`src/rtl/pind_pkg.sv`:
```
package pind_pkg;

  // code layout per pin: {both_req, edge_sel, dir_or_pol}
  function automatic logic code_is_edge(input logic [2:0] code);
    return code[1];
  endfunction

  function automatic logic code_wants_rise(input logic [2:0] code);
    return code[1] & (code[2] | code[0]);
  endfunction

  function automatic logic code_wants_fall(input logic [2:0] code);
    return code[1] & (code[2] | ~code[0]);
  endfunction

  function automatic logic code_level_active(input logic [2:0] code, input logic lvl);
    return ~code[1] & (code[0] ? lvl : ~lvl);
  endfunction

endpackage

```
`src/rtl/pind_mode_decode.sv`:
```
module pind_mode_decode #(
  parameter int PINS = 8
) (
  input  logic [3*PINS-1:0] trig_type,
  input  logic [PINS-1:0]   pin_level,
  output logic [PINS-1:0]   is_edge,
  output logic [PINS-1:0]   want_rise,
  output logic [PINS-1:0]   want_fall,
  output logic [PINS-1:0]   lvl_act
);
  import pind_pkg::*;

  for (genvar g = 0; g < PINS; g++) begin : g_pin
    logic [2:0] code;
    assign code = {trig_type[g+2*PINS], trig_type[g+PINS], trig_type[g]};
    assign is_edge[g]   = code_is_edge(code);
    assign want_rise[g] = code_wants_rise(code);
    assign want_fall[g] = code_wants_fall(code);
    assign lvl_act[g]   = code_level_active(code, pin_level[g]);
  end
endmodule

```
`src/rtl/pind_edge_gen.sv`:
```
module pind_edge_gen #(
  parameter int PINS = 8
) (
  input  logic            clk,
  input  logic            rst,
  input  logic [PINS-1:0] pin_level,
  input  logic [PINS-1:0] want_rise,
  input  logic [PINS-1:0] want_fall,
  output logic [PINS-1:0] hit
);
  logic [PINS-1:0] prev_q;
  logic            primed_q;
  logic [PINS-1:0] chg;

  always_ff @(posedge clk) begin
    if (rst) begin
      prev_q   <= '0;
      primed_q <= 1'b0;
    end else begin
      prev_q   <= pin_level;
      primed_q <= 1'b1;
    end
  end

  assign chg = primed_q ? (pin_level ^ prev_q) : '0;
  assign hit = (chg & pin_level & want_rise) | (chg & ~pin_level & want_fall);
endmodule

```
`src/rtl/pind_status_reg.sv`:
```
module pind_status_reg #(
  parameter int PINS = 8
) (
  input  logic            clk,
  input  logic            rst,
  input  logic [PINS-1:0] is_edge,
  input  logic [PINS-1:0] hit,
  input  logic [PINS-1:0] lvl_act,
  input  logic [PINS-1:0] clr,
  output logic [PINS-1:0] status
);
  logic [PINS-1:0] nxt;

  for (genvar g = 0; g < PINS; g++) begin : g_bit
    always_comb begin
      if (is_edge[g]) nxt[g] = hit[g] | (status[g] & ~clr[g]);
      else            nxt[g] = lvl_act[g];
    end
  end

  always_ff @(posedge clk) begin
    if (rst) status <= '0;
    else     status <= nxt;
  end
endmodule

```
`src/rtl/pind_irq_combine.sv`:
```
module pind_irq_combine #(
  parameter int PINS = 8
) (
  input  logic [PINS-1:0] status,
  input  logic [PINS-1:0] enable,
  output logic            irq
);
  assign irq = |(status & enable);
endmodule

```
`src/rtl/pin_irq_detect.sv`:
```
module pin_irq_detect #(
  parameter int PINS = 8,
  localparam int TW = 3 * PINS
) (
  input  logic            clk,
  input  logic            rst,
  input  logic [PINS-1:0] pin_level,
  input  logic [TW-1:0]   trig_type,
  input  logic [PINS-1:0] irq_en,
  input  logic [PINS-1:0] stat_clr,
  output logic [PINS-1:0] stat_out,
  output logic            port_irq
);
  logic [PINS-1:0] is_edge, want_rise, want_fall, lvl_act, hit;

  pind_mode_decode #(.PINS(PINS)) u_dec (
    .trig_type(trig_type), .pin_level(pin_level), .is_edge(is_edge),
    .want_rise(want_rise), .want_fall(want_fall), .lvl_act(lvl_act));

  pind_edge_gen #(.PINS(PINS)) u_edge (
    .clk(clk), .rst(rst), .pin_level(pin_level),
    .want_rise(want_rise), .want_fall(want_fall), .hit(hit));

  pind_status_reg #(.PINS(PINS)) u_stat (
    .clk(clk), .rst(rst), .is_edge(is_edge), .hit(hit),
    .lvl_act(lvl_act), .clr(stat_clr), .status(stat_out));

  pind_irq_combine #(.PINS(PINS)) u_irq (
    .status(stat_out), .enable(irq_en), .irq(port_irq));
endmodule

```
`config.mk`:
```
export PLATFORM = sky130hd
export DESIGN_NAME = pin_irq_detect
export DESIGN_NICKNAME = d
export VERILOG_FILES = /design/src/rtl/pind_pkg.sv /design/src/rtl/pind_mode_decode.sv /design/src/rtl/pind_edge_gen.sv /design/src/rtl/pind_status_reg.sv /design/src/rtl/pind_irq_combine.sv /design/src/rtl/pin_irq_detect.sv
export SDC_FILE = /design/constraint.sdc
export NUM_CORES = 1
export LEC_CHECK = 0
export ABC_AREA = 1
export CAP_MARGIN = 20
export CELL_PAD_IN_SITES_DETAIL_PLACEMENT = 0
export CELL_PAD_IN_SITES_GLOBAL_PLACEMENT = 2
export CORE_MARGIN = 2
export CORE_UTILIZATION = 19
export DETAILED_ROUTE_END_ITERATION = 8
export GPL_TIMING_DRIVEN = 0
export HOLD_SLACK_MARGIN = 0.05
export PLACE_DENSITY = 0.9
export SLEW_MARGIN = 10
export SYNTH_ARGS = -nofsm -noshare
export SYNTH_HDL_FRONTEND = slang
export SYNTH_SLANG_ARGS = --single-unit
```
`constraint.sdc`:
```
create_clock -name clk -period 2.1 [get_ports clk]
set_input_delay 0.42 -clock clk [delete_from_list [all_inputs] [get_ports clk]]
set_output_delay 0.42 -clock clk [all_outputs]
set_load 0.005 [all_outputs]
```
==> run summary <==
HP Class: in2reg
die area: 0.00600 mm^2
Rows: 26
Critical Path Fanout Max: 1
Post-CTS Setup Inserts: 0
I/O pin total: 59
Synth top area share: 33.2%
Worst R2R End: u_stat.status[3]$_SDFF_PP0_
post-synth cell types: 10
min Tclk post-route: 1.91 ns
initial antenna violation count: 0
CTS clk-pin slew, worst paths: 0.07 ns
Num CTS Buffers: 3
final WL: 2750 um
Power Dens Cells: 489 mW/mm^2
layout cell share with drive strength beyond 1: 6.75%
Clock Path Buffers: 2
gpl congestion: 0.690
core region area: 0.00517 mm^2
CTS tree: built
first-pass GRT wire length: 4550 um
cell chain of the critical path: clkdlybuf4s50_1, nand2_1, nand3_1, nor2_2, nand4_1, dlygate4sd2_1
register area share after synthesis: 33.2%
biggest area consumer among synthesized cells: dfxtp_1
router iterations before antenna repair: 4
post-route clock period utilization: 91.1%
Synth warnings: 0
RSZ-0062 raised after global routing: no
Final ANT Viol Nets: 0
VDD IR max: 0.162 mV
cell with the most instances after synthesis: nand2_1
synth top area cells: dfxtp_1, nand2_1, inv_1
Worst R2R Setup Slack: 1.26 ns
most frequent cells after synthesis: nand2_1, inv_1, nor2_1, dfxtp_1, nand3_1
most common flop cell mapped by yosys: dfxtp_1
Buffers on Ports: 57
Residual DRC: 0
Slew @ Worst Pin: 0.211 ns
design area: 0.00173 mm^2
final clock skew: 0.000593 ns
Post-Syn Area: 0.00103 mm^2
cells on worst reg2reg path: 5
Hold Violations, Final: 0
hold depth: 2
DR WL met3: 139 um
CP max stage delay: 0.40 ns
number of synthesized flops with an enable pin: 0
slowest stage cell on the critical path: clkdlybuf4s50_1
mean post-synth cell area: 5.83 um^2
critical path type: in2out
number of global-route vias before repair: 1054
Overall Global Routing Usage: 9.49%
Syn Nets: 226
GRT overflow: 0
DR WL/cell: 8.96 um
Yosys reg bits: 17
fillers: 566
Hold WS: 0.392 ns
highest routed layer: met4
total number of vias: 1174
Crit Reg-Reg Startpoint: u_edge.primed_q$_DFF_P_
clk_lat worst skew: 0.25 ns
clk root buf: clkbuf_8
DR vias/cell: 3.82
post-DP HPWL: 2200 um
Max Cap Viol: 0
CP endpoint kind: output port
outcome: complete, no violations
Worst slew margin: 85.9%
Initial DRC Count: 21
final setup fails: 0
fin. max-slew vios: 0
WP data required: 1.68 ns
clk sink count: 17
highest clock rate: 0.523 GHz
Die Wd: 77.5 um
Hold Crit Start: rst
Startpoint Class: primary input
DP Area: 0.00168 mm^2
Worst EP arrival: 1.49 ns
asr flop ratio synth: 0%
leak pwr: 0.861 nW
WL met1: 1300 um
H-tree depth: 1
Initial Util: 19.8%
Post-Syn Instances: 176
largest net degree at the start of global routing: 11
Area Growth Syn to Fin: 68.8%
Total Power: 847 uW
fin nets: 288
DR WL met2: 1280 um
worst hold endpoint: u_edge.prev_q[1]$_SDFF_PP0_
die height: 77.5 um
# diodes: 0
layout make-up:
class | count | area, um^2 | area share, %
repair buffers | 57 | 569 | 32.9
multi-input cells | 116 | 512 | 29.6
flip-flops and latches | 17 | 340 | 19.7
inverters | 41 | 154 | 8.89
well taps | 70 | 87.6 | 5.06
clock buffers | 3 | 41.3 | 2.38
plain buffers | 2 | 22.5 | 1.30
clock inverters | 1 | 5.00 | 0.289
placed cells by master (no fill, tap or decap), drive strengths merged:
| cell | n |
|---|---|
| a21oi | 16 |
| buf | 2 |
| clkbuf | 3 |
| clkdlybuf4s50 | 56 |
| clkinv | 1 |
| dfxtp | 17 |
| dlygate4sd2 | 1 |
| inv | 41 |
| nand2 | 57 |
| nand3 | 17 |
| nand4 | 1 |
| nor2 | 25 |
per-layer routing:
| layer | track usage (%) | up-vias |
|---|---|---|
| li1 | - | 643 |
| met1 | 11.1 | 499 |
| met2 | 17.0 | 30 |
| met3 | 1.86 | 2 |
| met4 | 3.75 | 0 |
| met5 | 0 | - |
what timing repair did:
item | in CTS | in global routing
resized for setup | 2 | 0
setup endpoints to repair | 1 | 0
hold buffers | 0 | 0
cells by family (layout without fill, tap and decap cells):
family / Yosys count / in the layout / share of synthesized area [%]
compound gates: 16 / 16 / 10.7
flops: 17 / 17 / 33.2
buf+inv: 43 / 104 / 17.2
simple gates: 100 / 100 / 38.9
flip-flops by register name (all words and copies together) (netlist names):
register and count:
u_edge.primed_q 1, u_edge.prev_q 8, u_stat.status 8
report_power, final:
group	leakage [nW]	switching, mW	total, mW	internal, mW
logic	0.694	0.0945	0.241	0.146
registers	0.142	0.0130	0.357	0.344
clock network	0.0255	0.118	0.250	0.132
total	0.861	0.225	0.847	0.622
worst max-delay path: cells and delay by family:
kind | cells | cell delay, ns
buf+inv | 2 | 0.67
simple gates | 4 | 0.40
worst max path at each step:
stage | start | end | slack [ns] | cells after the start
after CTS | irq_en[4] | port_irq | 0.12 | 6
after global placement | irq_en[4] | port_irq | -0.07 | 6
final | irq_en[4] | port_irq | 0.19 | 6
after floorplan | irq_en[7] | port_irq | 0.99 | 4
after detailed placement | irq_en[4] | port_irq | -0.08 | 6
after global routing | irq_en[4] | port_irq | 0.09 | 6
stage by stage:
step | worst slack, ns | instances | TNS [ns] | utilization (%)
2_1_floorplan | 0.991 | 176 | 0 | -
4_1_cts | 0.125 | 307 | 0 | 33.5
3_3_place_gp | -0.0745 | 303 | -0.0745 | 32.6
5_1_grt | 0.0887 | 307 | 0 | 33.5
3_5_place_dp | -0.0789 | 303 | -0.0789 | 32.6
6_report | 0.187 | 307 | 0 | 33.5
No activity file was read; power rests on OpenSTA's default activity.
